## src/rtl/csq_pkg.sv

```systemverilog
// Package: shared defaults and the sequencer state type.
// Assumes: nothing beyond IEEE 1800-2017.
package csq_pkg;
    localparam int CS_WORD_W  = 32;
    localparam int CS_N_WORDS = 6;

    // IDLE: nothing shifting; HELD: words in use; TAIL: last word shifting, words released
    typedef enum logic [1:0] {
        SEQ_IDLE = 2'd0,
        SEQ_HELD = 2'd1,
        SEQ_TAIL = 2'd2
    } seq_state_e;
endpackage

```

## src/rtl/csq_word_mux.sv

```systemverilog
// Module: selects one status word from the flat word bus.
// Assumes: word 0 sits in the lowest WORD_W bits; out-of-range select gives zero.
module csq_word_mux #(
    parameter int WORD_W  = 32,
    parameter int N_WORDS = 6,
    parameter int IDX_W   = 3
) (
    input  logic [N_WORDS*WORD_W-1:0] words_flat,
    input  logic [IDX_W-1:0]          sel,
    output logic [WORD_W-1:0]         word
);
    logic [WORD_W-1:0] word_arr [N_WORDS];

    // unpack the flat bus into an array of words
    for (genvar gi = 0; gi < N_WORDS; gi++) begin : g_unpack
        assign word_arr[gi] = words_flat[gi*WORD_W +: WORD_W];
    end

    // pick the addressed word
    always_comb begin
        word = '0;
        for (int i = 0; i < N_WORDS; i++) begin
            if (sel == IDX_W'(i)) word = word_arr[i];
        end
    end
endmodule

```

## src/rtl/csq_shifter.sv

```systemverilog
// Module: holds the word being sent and shifts it right one place per frame.
// Assumes: load, shift and clear come from the controller, at most one has effect, clear wins.
module csq_shifter #(
    parameter int WORD_W = 32
) (
    input  logic              clk,
    input  logic              rst_n,
    input  logic              load,
    input  logic              shift,
    input  logic              clear,
    input  logic [WORD_W-1:0] load_val,
    output logic              lsb
);
    logic [WORD_W-1:0] sh_q;

    // capture, shift right or empty the word register
    always_ff @(posedge clk) begin
        if (!rst_n)      sh_q <= '0;
        else if (clear)  sh_q <= '0;
        else if (load)   sh_q <= load_val;
        else if (shift)  sh_q <= {1'b0, sh_q[WORD_W-1:1]};
    end

    assign lsb = sh_q[0];
endmodule

```

## src/rtl/csq_ctrl.sv

```systemverilog
// Module: bit and word position counters and the busy state machine.
// Assumes: N_WORDS >= 2, frame_strobe is a single-cycle pulse, enables sampled at strobes only.
module csq_ctrl
    import csq_pkg::*;
#(
    parameter int WORD_W  = 32,
    parameter int N_WORDS = 6,
    parameter int IDX_W   = 3
) (
    input  logic             clk,
    input  logic             rst_n,
    input  logic             frame_strobe,
    input  logic             tx_en,
    input  logic             cs_en,
    output logic             load,
    output logic             shift,
    output logic             clear,
    output logic [IDX_W-1:0] word_sel,
    output logic             busy,
    output logic             active
);
    localparam int BIT_W = (WORD_W > 1) ? $clog2(WORD_W) : 1;
    localparam logic [BIT_W-1:0] LAST_BIT  = BIT_W'(WORD_W - 1);
    localparam logic [IDX_W-1:0] LAST_WORD = IDX_W'(N_WORDS - 1);

    seq_state_e       state_q, state_d;
    logic [BIT_W-1:0] bit_q, bit_d;
    logic [IDX_W-1:0] word_q, word_d;
    logic             word_end, block_end;
    logic [IDX_W-1:0] word_nx;

    assign word_end  = (bit_q == LAST_BIT);
    assign block_end = word_end && (word_q == LAST_WORD);
    assign word_nx   = word_q + IDX_W'(1);

    // decide the next position and the shifter command at each frame strobe
    always_comb begin
        state_d  = state_q;
        bit_d    = bit_q;
        word_d   = word_q;
        load     = 1'b0;
        shift    = 1'b0;
        clear    = 1'b0;
        word_sel = word_q;
        if (frame_strobe) begin
            case (state_q)
                SEQ_IDLE: begin
                    if (tx_en && cs_en) begin
                        load     = 1'b1;
                        word_sel = '0;
                        bit_d    = '0;
                        word_d   = '0;
                        state_d  = SEQ_HELD;
                    end
                end
                default: begin
                    if (!tx_en) begin
                        clear   = 1'b1;
                        bit_d   = '0;
                        word_d  = '0;
                        state_d = SEQ_IDLE;
                    end else if (!word_end) begin
                        shift = 1'b1;
                        bit_d = bit_q + BIT_W'(1);
                    end else if (!block_end) begin
                        load     = 1'b1;
                        word_sel = word_nx;
                        word_d   = word_nx;
                        bit_d    = '0;
                        state_d  = (word_nx == LAST_WORD) ? SEQ_TAIL : state_q;
                    end else if (cs_en) begin
                        load     = 1'b1;
                        word_sel = '0;
                        word_d   = '0;
                        bit_d    = '0;
                        state_d  = SEQ_HELD;
                    end else begin
                        clear   = 1'b1;
                        bit_d   = '0;
                        word_d  = '0;
                        state_d = SEQ_IDLE;
                    end
                end
            endcase
        end
    end

    // register the state and position
    always_ff @(posedge clk) begin
        if (!rst_n) begin
            state_q <= SEQ_IDLE;
            bit_q   <= '0;
            word_q  <= '0;
        end else begin
            state_q <= state_d;
            bit_q   <= bit_d;
            word_q  <= word_d;
        end
    end

    assign busy   = (state_q == SEQ_HELD);
    assign active = (state_q != SEQ_IDLE);
endmodule

```

## src/rtl/cs_frame_seq.sv

```systemverilog
// Module: channel status frame sequencer top; one status bit per frame strobe.
// Assumes: N_WORDS >= 2; word A occupies the lowest WORD_W bits of cs_words.
module cs_frame_seq #(
    parameter int WORD_W  = csq_pkg::CS_WORD_W,
    parameter int N_WORDS = csq_pkg::CS_N_WORDS
) (
    input  logic                      clk,
    input  logic                      rst_n,
    input  logic                      tx_en,
    input  logic                      cs_en,
    input  logic                      frame_strobe,
    input  logic [N_WORDS*WORD_W-1:0] cs_words,
    output logic                      cs_bit,
    output logic                      busy
);
    localparam int IDX_W = (N_WORDS > 1) ? $clog2(N_WORDS) : 1;

    logic             ld, sh, clr, sh_lsb, seq_active;
    logic [IDX_W-1:0] sel;
    logic [WORD_W-1:0] sel_word;

    csq_ctrl #(.WORD_W(WORD_W), .N_WORDS(N_WORDS), .IDX_W(IDX_W)) u_ctrl (
        .clk(clk), .rst_n(rst_n), .frame_strobe(frame_strobe),
        .tx_en(tx_en), .cs_en(cs_en), .load(ld), .shift(sh), .clear(clr),
        .word_sel(sel), .busy(busy), .active(seq_active)
    );

    csq_word_mux #(.WORD_W(WORD_W), .N_WORDS(N_WORDS), .IDX_W(IDX_W)) u_mux (
        .words_flat(cs_words), .sel(sel), .word(sel_word)
    );

    csq_shifter #(.WORD_W(WORD_W)) u_shift (
        .clk(clk), .rst_n(rst_n), .load(ld), .shift(sh), .clear(clr),
        .load_val(sel_word), .lsb(sh_lsb)
    );

    // present the bit only while a block is running and insertion is enabled
    assign cs_bit = seq_active && cs_en && sh_lsb;
endmodule

```

## config.mk

```make
export PLATFORM = sky130hd
export DESIGN_NAME = cs_frame_seq
export DESIGN_NICKNAME = d
export VERILOG_FILES = /design/src/rtl/csq_pkg.sv /design/src/rtl/csq_word_mux.sv /design/src/rtl/csq_shifter.sv /design/src/rtl/csq_ctrl.sv /design/src/rtl/cs_frame_seq.sv
export SDC_FILE = /design/constraint.sdc
export NUM_CORES = 1
export LEC_CHECK = 0
export CAP_MARGIN = 20
export CORE_MARGIN = 2
export CORE_UTILIZATION = 43
export CTS_CLUSTER_DIAMETER = 50
export DETAILED_ROUTE_END_ITERATION = 10
export GPL_ROUTABILITY_DRIVEN = 0
export MAX_ROUTING_LAYER = met4
export PLACE_DENSITY = 0.92
export SYNTH_ARGS = -nofsm -noshare
export SYNTH_HDL_FRONTEND = slang
export SYNTH_HIERARCHICAL = 1
export SYNTH_SLANG_ARGS = --single-unit
```

## constraint.sdc

```tcl
create_clock -name clk -period 3.8 [get_ports clk]
set_input_delay 0.38 -clock clk [delete_from_list [all_inputs] [get_ports clk]]
set_output_delay 0.38 -clock clk [all_outputs]
set_load 0.01 [all_outputs]
```

==> flow_summary.toml, run 1 <==
[run_status]
status = "finished clean"

[clock_network]
clk-insertion-delay-late_ns = 0.29
root_buffer = "sky130_fd_sc_hd__clkbuf_8"
cts_buffers = 5
cts_tree = "yes"
cts-htree-levels = 2
cts_max_path_buffers = 2
tritoncts_sink_count = 42
postCtsSetupBuffers = 0
postCtsHoldBufs = 0
worst_setup_hold_path_clk_slew_ns = 0.08
ctsResizeCount = 0

[min_path]
hp-class = "reg -> reg"

[yosys]
synth_largest_type_area_fraction_pct = 19.7
yosys-top-cells-area = "sky130_fd_sc_hd__dfxtp_1, sky130_fd_sc_hd__o32ai_2, sky130_fd_sc_hd__a221oi_2"
synth.yosys.seq_area_share_pct = 19.7
synth.yosys.warnings = 6
most_instantiated_cells_after_synthesis = "sky130_fd_sc_hd__dfxtp_1, sky130_fd_sc_hd__o21ai_0, sky130_fd_sc_hd__mux2_2, sky130_fd_sc_hd__nor2b_1, sky130_fd_sc_hd__o22ai_1"
syn_area_per_cell_sq_um = 10.0
synthesis.nets = 627
postSynthCellCount = 425
yosys.area.top_type = "sky130_fd_sc_hd__dfxtp_1"
yosys_register_bits = 42
netlist-cell-type-count = 43
netlist_area_sq_mm = 0.00427
async_flop_share_pct = 0
synth-edff-count = 0
ys_dominant_reg_cell = "sky130_fd_sc_hd__dfxtp_1"
synthMostInstantiatedCell = "sky130_fd_sc_hd__dfxtp_1"

[sta]
rsz0062_at_grt = "no"
sum_neg_setup_slack_ns = 0
final_max_slew_viol_count = 0
max_slew_margin_pct = 32.4
minimum_clock_period_ns = 3.47
tightestPinTransition_ns = 1.01
final-setup-viol-count = 0
achievable-frequency_mhz = 288
clock_skew_ns = 0.00878
final-hold-violation-count = 0
timing.final.crit_share_pct = 91.3

[drt]
viasPerCell = 5.89
detail_route.wl_per_cell_microns = 19.2
antenna_violating_nets_post_route = 0
vias = 4315
dr.first_iter.drc_count = 238
remaining_drc_errors = 0
drt_first_pass_iters = 5
wl_microns = 14000

[worst_setup_path]
criticalPathCategory = "reg -> reg"
worstPathArrival_ns = 3.66
critPathRequiredTime_ns = 3.99
critPathCaptureType = "flip-flop"
crit_path_start_kind = "flip-flop"
critical_path.max_fanout = 19

[floorplan]
num_io_pins = 199
core_area_sq_mm = 0.00968
initial_core_utilization_pct = 44.1
core.rowCount = 36
dieWidth_microns = 104
die-height_microns = 104
die-area_sq_mm = 0.0107

[global_route]
global_route.usage.met1_pct = 31.7
met2_usage_pct = 45.6
grt_overflow = 0
global_route_wire_length_before_repair_microns = 22700
grt_antenna_before_repair = 0
track_usage_pct = 26.4
grt.met3_usage_pct = 3.08
maximum_number_of_pins_on_one_net_before_global_route_repair = 41
grt_busiest_layer = "met2"
grt_pass1_vias = 4538

[placement]
place.port_buffers = 198
hpwl_microns = 10800

[layout]
final_layout_size_suffix_gt1_share_pct = 26.0
fillers = 733
final_net_count = 801
antenna-diode-count = 0
layout-area-overhead-vs-synth_pct = 49.5

[power_and_ir_drop]
fin_total_pwr_mw = 1.26
total_leakage_power_nw = 2.17
power_density_mw_per_mm2 = 198
ir_worst_vdd_mv = 0.132

[job]
timing.max_cap.violations = 0
-- metrics by stage --
stage	hold slack (ns)	util, %	worst slack (ns)	instances	cell area [sq um]
floorplan	0.436	-	0.901	425	4270
global placement	0.452	64.7	0.367	725	6270
detailed placement	0.468	64.7	0.236	725	6270
CTS	0.479	65.9	0.215	732	6380
global route	0.521	65.9	0.153	732	6380
finish	0.490	65.9	0.331	732	6380
-- layout make-up --
| cell class | count | area (sq um) | share of cell area, % |
|---|---|---|---|
| repair buffers | 216 | 2150 | 33.7 |
| flip-flops and latches | 42 | 841 | 13.2 |
| inverters | 10 | 37.5 | 0.588 |
| multi-input cells | 324 | 3070 | 48.1 |
| well taps | 133 | 166 | 2.61 |
| clock buffers | 6 | 82.6 | 1.29 |
| clock inverters | 1 | 30.0 | 0.470 |
-- cell usage in the layout, fill, tap and decap left out, types with 2 or more instances in the layout --
master	count
sky130_fd_sc_hd__nor2_1	7
sky130_fd_sc_hd__mux2_2	32
sky130_fd_sc_hd__ha_1	5
sky130_fd_sc_hd__a221oi_2	27
sky130_fd_sc_hd__o21ai_0	35
sky130_fd_sc_hd__clkdlybuf4s50_1	198
sky130_fd_sc_hd__xor2_1	4
sky130_fd_sc_hd__clkinv_1	2
sky130_fd_sc_hd__a211oi_2	30
sky130_fd_sc_hd__o32ai_1	2
sky130_fd_sc_hd__nor2b_1	32
sky130_fd_sc_hd__and3_1	4
sky130_fd_sc_hd__o21bai_1	2
sky130_fd_sc_hd__buf_4	15
sky130_fd_sc_hd__a221oi_1	5
sky130_fd_sc_hd__dfxtp_1	42
sky130_fd_sc_hd__clkbuf_8	6
sky130_fd_sc_hd__o22ai_1	32
sky130_fd_sc_hd__mux2i_1	31
sky130_fd_sc_hd__buf_12	3
sky130_fd_sc_hd__a21oi_1	10
sky130_fd_sc_hd__nand4_1	2
sky130_fd_sc_hd__nor3b_2	2
sky130_fd_sc_hd__nand3_1	2
sky130_fd_sc_hd__a211oi_1	4
sky130_fd_sc_hd__nand2_1	9
sky130_fd_sc_hd__o32ai_2	30
sky130_fd_sc_hd__inv_1	7
-- layer usage --
| layer | part of all wire [%] | vias to the layer above |
|---|---|---|
| met2 | 50 | 203 |
| li1 | - | 2049 |
| met1 | 41 | 2028 |
| met4 | 2.7 | 0 |
| met3 | 6.0 | 35 |
| met5 | 0 | - |
-- kinds of logic (layout without fill, tap and decap cells) --
kind of cell | Yosys count | in the layout | share of synthesized area (%)
AOI/OAI and AO/OA | 186 | 186 | 44.1
xor gates and xnor gates | 4 | 4 | 0.820
adders and majority gates | 5 | 5 | 1.46
buffers and inverters | 59 | 233 | 9.29
DFF | 42 | 42 | 19.7
muxes | 63 | 63 | 15.7
and+or+nand+nor | 66 | 66 | 8.94
-- critical path, cell delays in order, from the launching register on --
cell                       delay, ns
sky130_fd_sc_hd__dfxtp_1        0.37
sky130_fd_sc_hd__ha_1           0.18
sky130_fd_sc_hd__and3_1         0.18
sky130_fd_sc_hd__ha_1           0.32
sky130_fd_sc_hd__nand2_1        0.16
sky130_fd_sc_hd__o21bai_1       0.24
sky130_fd_sc_hd__a31oi_2        0.36
sky130_fd_sc_hd__a21oi_1        0.17
sky130_fd_sc_hd__inv_2          0.28
sky130_fd_sc_hd__buf_4          0.33
sky130_fd_sc_hd__o21ai_0        0.15
sky130_fd_sc_hd__a221oi_1       0.33
sky130_fd_sc_hd__nor2b_1        0.10
sky130_fd_sc_hd__a211oi_2       0.21
-- path summary, 6_finish.rpt --
path	from	to	slack, ns	cells after the start
setup reg to reg	u_ctrl/bit_q[0]	u_shift/sh_q[0]	0.33	13
hold reg to reg	u_ctrl/bit_q[1]	u_ctrl/bit_q[1]	0.49	2
setup / recovery	u_ctrl/bit_q[0]	u_shift/sh_q[0]	0.33	13
hold / removal	u_ctrl/bit_q[1]	u_ctrl/bit_q[1]	0.49	2
-- flip-flops by register name (all words and copies together), names as in the netlist --
register	count
u_shift/sh_q	32
u_ctrl/bit_q	5
u_ctrl/word_q	3
u_ctrl/state_q	2
-- where the power goes --
group | internal (mW) | switching, mW
logic | 0.281 | 0.136
registers | 0.470 | 0.0172
clock network | 0.210 | 0.149
total | 0.961 | 0.301
No activity file was read; power rests on OpenSTA's default activity.
==> run 2, diff against run 1 <==
--- a/config.mk
+++ b/config.mk
@@ -10,7 +10,6 @@
 export CORE_UTILIZATION = 43
 export CTS_CLUSTER_DIAMETER = 50
 export DETAILED_ROUTE_END_ITERATION = 10
-export GPL_ROUTABILITY_DRIVEN = 0
 export MAX_ROUTING_LAYER = met4
 export PLACE_DENSITY = 0.92
 export SYNTH_ARGS = -nofsm -noshare
==> run 2 against run 1 <==
Design area increased by 0.14%. Critical endpoint is now u_shift/sh_q[24]. Total power decreased by 4.4%. First-iteration DRC count decreased by 0.42%. Largest cell class unchanged. Clock power decreased by 17%. Critical path depth decreased by 1. Hold slack got worse by 0.024 ns. Count of clock-buffer cells in the layout increased by 1. Global-route usage decreased by 0.097 points. Die area unchanged. Sequential share of layout area about the same.
==> flow_summary.toml, run 2 (synthesized netlist as in run 1, its figures left out) <==
[clock_network]
cts_max_path_buffers = 2
postCtsHoldBufs = 0
clk-insertion-delay-late_ns = 0.29
cts_tree = "yes"
cts-htree-levels = 2
root_buffer = "sky130_fd_sc_hd__clkbuf_8"
cts_buffers = 5
postCtsSetupBuffers = 0
worst_setup_hold_path_clk_slew_ns = 0.08
tritoncts_sink_count = 42
ctsResizeCount = 0

[sta]
achievable-frequency_mhz = 284
hold_ws_ns = 0.467
rsz0062_at_grt = "no"
final-hold-violation-count = 0
tightestPinTransition_ns = 1.03
sum_neg_setup_slack_ns = 0
max_slew_margin_pct = 31.3
clock_skew_ns = 0.00840
final-setup-viol-count = 0
timing.final.crit_share_pct = 92.8
final_max_slew_viol_count = 0
minimum_clock_period_ns = 3.53

[worst_setup_path]
crit_path_cell_chain = "ha_1 > and3_1 > ha_1 > nand2_1 > o21bai_1 > a31oi_2 > a21oi_1 > or2b_2 > o32ai_2 > a221oi_2 > nor2b_1 > a211oi_2"
worstPathArrival_ns = 3.73
timing.reg2reg.setup_slack_ns = 0.27
worst-r2r-cell-count = 12
crit_start = "u_ctrl/bit_q[0]"
criticalPathCategory = "reg -> reg"
crit_path_start_kind = "flip-flop"
critPathRequiredTime_ns = 4.00
crit-reg2reg-capture = "u_shift/sh_q[24]"
max_stage_delay_ns = 0.80
worstSetupEndpoint = "u_shift/sh_q[24]"
critPathCaptureType = "flip-flop"
rr_startpoint = "u_ctrl/bit_q[0]"
worst_path_max_delay_cell = "sky130_fd_sc_hd__or2b_2"
critical_path.max_fanout = 32
timing.critical_path.mode_cell = "sky130_fd_sc_hd__ha_1"

[run_status]
status = "finished clean"

[layout]
finish.utilization_pct = 66.0
layout.area.seq_sq_um = 841
biggestRegsByFlops = "u_shift/sh_q: 32 flops, u_ctrl/bit_q: 5 flops, u_ctrl/word_q: 3 flops"
antenna-diode-count = 0
final_common_cell = "sky130_fd_sc_hd__clkdlybuf4s50_1"
layout-area-overhead-vs-synth_pct = 49.7
multi_input_gate_area_in_the_final_layout_sq_mm = 0.00307
final_layout_size_suffix_gt1_share_pct = 26.1
finalNonFillerCells = 734
regMostFlops = "u_shift/sh_q"
largest_register_ff_count = 32
layout.cells.most_common_list = "sky130_fd_sc_hd__clkdlybuf4s50_1, sky130_fd_sc_hd__dfxtp_1, sky130_fd_sc_hd__o21ai_0"
finish.instance_area_sq_mm = 0.00639
fillers = 757
final_net_count = 802

[power_and_ir_drop]
total_leakage_power_nw = 2.17
ir_worst_vdd_mv = 0.126
power_density_mw_per_mm2 = 189

[drt]
drt_first_pass_iters = 4
wl_microns = 13900
remaining_drc_errors = 0
vias = 4309
detail_route.wl_per_cell_microns = 19.0
antenna_violating_nets_post_route = 0
dr.first_iter.drc_count = 237
viasPerCell = 5.87

[global_route]
maximum_number_of_pins_on_one_net_before_global_route_repair = 35
grt_pass1_vias = 4511
grt_antenna_before_repair = 0
track_usage_pct = 26.3
global_route_wire_length_before_repair_microns = 22600
grt_overflow = 0

[floorplan]
num_io_pins = 199
core.rowCount = 36
dieWidth_microns = 104
die-area_sq_mm = 0.0107
core_area_sq_mm = 0.00968
initial_core_utilization_pct = 44.1
die-height_microns = 104

[job]
timing.max_cap.violations = 0

[placement]
placed_area_sq_mm = 0.00630
place.port_buffers = 198
placed_cells_incl_taps = 726
global_placement_routability_congestion = 0.867
hpwl_microns = 10900

[min_path]
hp-class = "reg -> reg"
[run 2: changes by cell type in the layout (fill, tap and decap cells not counted), sizes merged]
cell / previous run / this run
bufinv: 1 / 0
buf: 18 / 19
clkinv: 2 / 3
clkbuf: 6 / 7
[run 2: layout make-up]
cell class                 instances  share of cell area, %
inverter                          10                  0.587
clock inverter                     1                 0.0783
tap                              133                   2.60
multi-input combinational        324                   48.0
sequential                        42                   13.2
timing repair buffer             217                   34.2
clock buffer                       7                   1.35
[run 2: report_power, final]
part           switching (mW)  internal [mW]  total [mW]
logic                   0.136          0.285       0.421
clock network           0.152          0.147       0.298
registers              0.0176          0.470       0.488
[run 2: metal layers]
metal  track usage [%]  wire, microns  vias up
li1                  -              -     2058
met1              31.8           5960     2051
met2              45.6           7000      186
met3              3.34            797       14
met4              8.01            190        0
met5                 -              0        -
[run 2: worst min-delay path by stage]
stage	startpoint	to	slack, ns	cells after the start
4_1_cts	u_ctrl/bit_q[4]	u_ctrl/bit_q[4]	0.47	2
6_report	u_ctrl/bit_q[4]	u_ctrl/bit_q[4]	0.47	2
3_5_place_dp	u_ctrl/bit_q[4]	u_ctrl/bit_q[4]	0.46	2
3_3_place_gp	u_ctrl/bit_q[4]	u_ctrl/bit_q[4]	0.46	2
2_1_floorplan	u_ctrl/bit_q[4]	u_ctrl/bit_q[4]	0.44	2
5_1_grt	u_ctrl/bit_q[4]	u_ctrl/bit_q[4]	0.50	2
[run 2: metrics by stage]
stage	worst slack, ns	power, mW
floorplan	0.901	0.671
global placement	0.458	0.907
detailed placement	0.332	0.917
CTS	0.305	1.21
global route	0.0917	1.26
finish	0.273	1.21
[run 2: critical path: cells and delay by family (launching register included)]
kind	cells	cell delay [ns]
adder cells (fa/ha/maj)	2	0.47
AND/OR/NAND/NOR	4	1.20
flip-flops	1	0.38
AO/OA/AOI/OAI	6	1.34
==> run 3, diff against run 2 <==
--- a/config.mk
+++ b/config.mk
@@ -6,7 +6,6 @@
 export NUM_CORES = 1
 export LEC_CHECK = 0
 export CAP_MARGIN = 20
-export CORE_MARGIN = 2
 export CORE_UTILIZATION = 43
 export CTS_CLUSTER_DIAMETER = 50
 export DETAILED_ROUTE_END_ITERATION = 10
@@ -16,3 +15,4 @@
 export SYNTH_HDL_FRONTEND = slang
 export SYNTH_HIERARCHICAL = 1
 export SYNTH_SLANG_ARGS = --single-unit
+export TNS_END_PERCENT = 100
==> run 3 against run 2 <==
Sequential share of layout area is 0.11 points higher. Design area is 0.80% lower. Sequential power barely moved. Fmax shrank 0.15%. Non-clock buffer count is 3 lower. Worst setup slack got worse by 0.0052 ns. Via count decreased by 1.1%. Die area is 3.8% lower. Largest power group unchanged.
==> flow_summary.toml, run 3 (synthesized netlist as in run 1, its figures left out) <==
[sta]
timing.final.crit_share_pct = 93.0
max_slew_margin_pct = 33.9
final-setup-viol-count = 0
sum_neg_setup_slack_ns = 0
final-hold-violation-count = 0
hold_ws_ns = 0.488
minimum_clock_period_ns = 3.53
achievable-frequency_mhz = 283
rsz0062_at_grt = "no"
tightestPinTransition_ns = 0.991
clock_skew_ns = 0.00604
final_max_slew_viol_count = 0

[layout]
final_net_count = 799
finalNonFillerCells = 731
fillers = 746
final_common_cell = "sky130_fd_sc_hd__clkdlybuf4s50_1"
largest_register_ff_count = 32
final_layout_size_suffix_gt1_share_pct = 25.8
biggestRegsByFlops = "u_shift/sh_q: 32 flops, u_ctrl/bit_q: 5 flops, u_ctrl/word_q: 3 flops"
layout-area-overhead-vs-synth_pct = 48.5
finish.instance_area_sq_mm = 0.00634
antenna-diode-count = 0
layout.cells.most_common_list = "sky130_fd_sc_hd__clkdlybuf4s50_1, sky130_fd_sc_hd__dfxtp_1, sky130_fd_sc_hd__o21ai_0"
regMostFlops = "u_shift/sh_q"

[power_and_ir_drop]
power.clock.fraction_pct = 24.9
switching_power_uw = 304
power_density_mw_per_mm2 = 189
ir_worst_vdd_mv = 0.105
p_seq_share_pct = 40.6
total_leakage_power_nw = 2.14
p_int_uw = 897
power_switching_share_pct = 25.3
p_comb_share_pct = 34.4

[drt]
vias = 4260
wl_microns = 13300
detail_route.wl_per_cell_microns = 18.2
antenna_violating_nets_post_route = 0
dr.first_iter.drc_count = 185
remaining_drc_errors = 0
drt_first_pass_iters = 4
viasPerCell = 5.83

[floorplan]
num_io_pins = 199
dieWidth_microns = 102
core_area_sq_mm = 0.00968
die-area_sq_mm = 0.0103
initial_core_utilization_pct = 44.1
die-height_microns = 102
core.rowCount = 36

[placement]
global_placement_routability_congestion = 0.796
hpwl_microns = 10200
place.port_buffers = 198
placed_cells_incl_taps = 723
placed_area_sq_mm = 0.00625

[global_route]
grt_pass1_vias = 4211
maximum_number_of_pins_on_one_net_before_global_route_repair = 41
global_route_wire_length_before_repair_microns = 20200
track_usage_pct = 25.6
grt_overflow = 0
grt_antenna_before_repair = 0

[worst_setup_path]
crit_path_start_kind = "flip-flop"
crit_start = "u_ctrl/bit_q[0]"
crit-reg2reg-capture = "u_shift/sh_q[27]"
timing.reg2reg.setup_slack_ns = 0.27
worstPathArrival_ns = 3.73
worst-r2r-cell-count = 12
worstSetupEndpoint = "u_shift/sh_q[27]"
criticalPathCategory = "reg -> reg"
critPathRequiredTime_ns = 4.00
critPathCaptureType = "flip-flop"
critical_path.max_fanout = 32
rr_startpoint = "u_ctrl/bit_q[0]"

[clock_network]
worst_setup_hold_path_clk_slew_ns = 0.08
clk-insertion-delay-late_ns = 0.29
postCtsSetupBuffers = 0
tritoncts_sink_count = 42
cts_buffers = 5
cts-htree-levels = 2
postCtsHoldBufs = 0
cts_max_path_buffers = 2
cts_tree = "yes"
ctsResizeCount = 0
root_buffer = "sky130_fd_sc_hd__clkbuf_8"

[min_path]
hp-class = "reg -> reg"

[run_status]
status = "finished clean"

[job]
timing.max_cap.violations = 0
run 3: per-layer routing:
layer	GRT usage, %	up-vias	part of all wire [%]
li1	-	2043	-
met1	30.6	2004	41
met4	6.35	0	1.4
met2	44.7	192	52
met5	-	-	0
met3	3.80	21	5.8
run 3: stage by stage:
step                power, mW  util, %  setup slack, ns
finish                   1.20     65.5            0.268
global route             1.26     65.5           0.0478
CTS                      1.21     65.5            0.277
detailed placement      0.909     64.5            0.188
global placement        0.898     64.5            0.456
floorplan               0.671        -            0.901
run 3: how the worst min path moves through the flow:
| stage | from | endpoint | slack (ns) | depth (start not counted) |
|---|---|---|---|---|
| final | u_ctrl/bit_q[4] | u_ctrl/bit_q[4] | 0.49 | 2 |
| after global routing | u_ctrl/bit_q[4] | u_ctrl/bit_q[4] | 0.51 | 2 |
| after CTS | u_ctrl/bit_q[4] | u_ctrl/bit_q[4] | 0.48 | 2 |
| after detailed placement | u_ctrl/bit_q[4] | u_ctrl/bit_q[4] | 0.47 | 2 |
| after global placement | u_ctrl/bit_q[4] | u_ctrl/bit_q[4] | 0.46 | 2 |
| after floorplan | u_ctrl/bit_q[4] | u_ctrl/bit_q[4] | 0.44 | 2 |
run 3: power by group through the flow:
stage,Clock [mW],Combinational [mW],Sequential [mW]
3_3_place_gp,0,0.403,0.495
2_1_floorplan,0,0.179,0.492
5_1_grt,0.329,0.440,0.491
6_report,0.299,0.413,0.488
3_5_place_dp,0,0.412,0.498
4_1_cts,0.309,0.414,0.487
run 3: critical path: stages (launching register included):
cell and delay (ns):
sky130_fd_sc_hd__dfxtp_1 0.37, sky130_fd_sc_hd__ha_1 0.19, sky130_fd_sc_hd__and3_1 0.17, sky130_fd_sc_hd__ha_1 0.31, sky130_fd_sc_hd__nand2_1 0.13, sky130_fd_sc_hd__o21bai_1 0.24
sky130_fd_sc_hd__a31oi_4 0.27, sky130_fd_sc_hd__a21oi_1 0.15, sky130_fd_sc_hd__or2b_2 0.83, sky130_fd_sc_hd__o32ai_2 0.22, sky130_fd_sc_hd__a221oi_2 0.24, sky130_fd_sc_hd__nor2b_1 0.08
sky130_fd_sc_hd__a211oi_1 0.22
run 3: layout make-up:
cell class	count	area, sq um	area share (%)
Inverter	10	37.5	0.592
Tap cell	133	166	2.62
Timing Repair Buffer	214	2130	33.5
Multi-Input combinational cell	324	3080	48.5
Clock buffer	7	86.3	1.36
Clock inverter	1	5.00	0.0789
Sequential cell	42	841	13.3
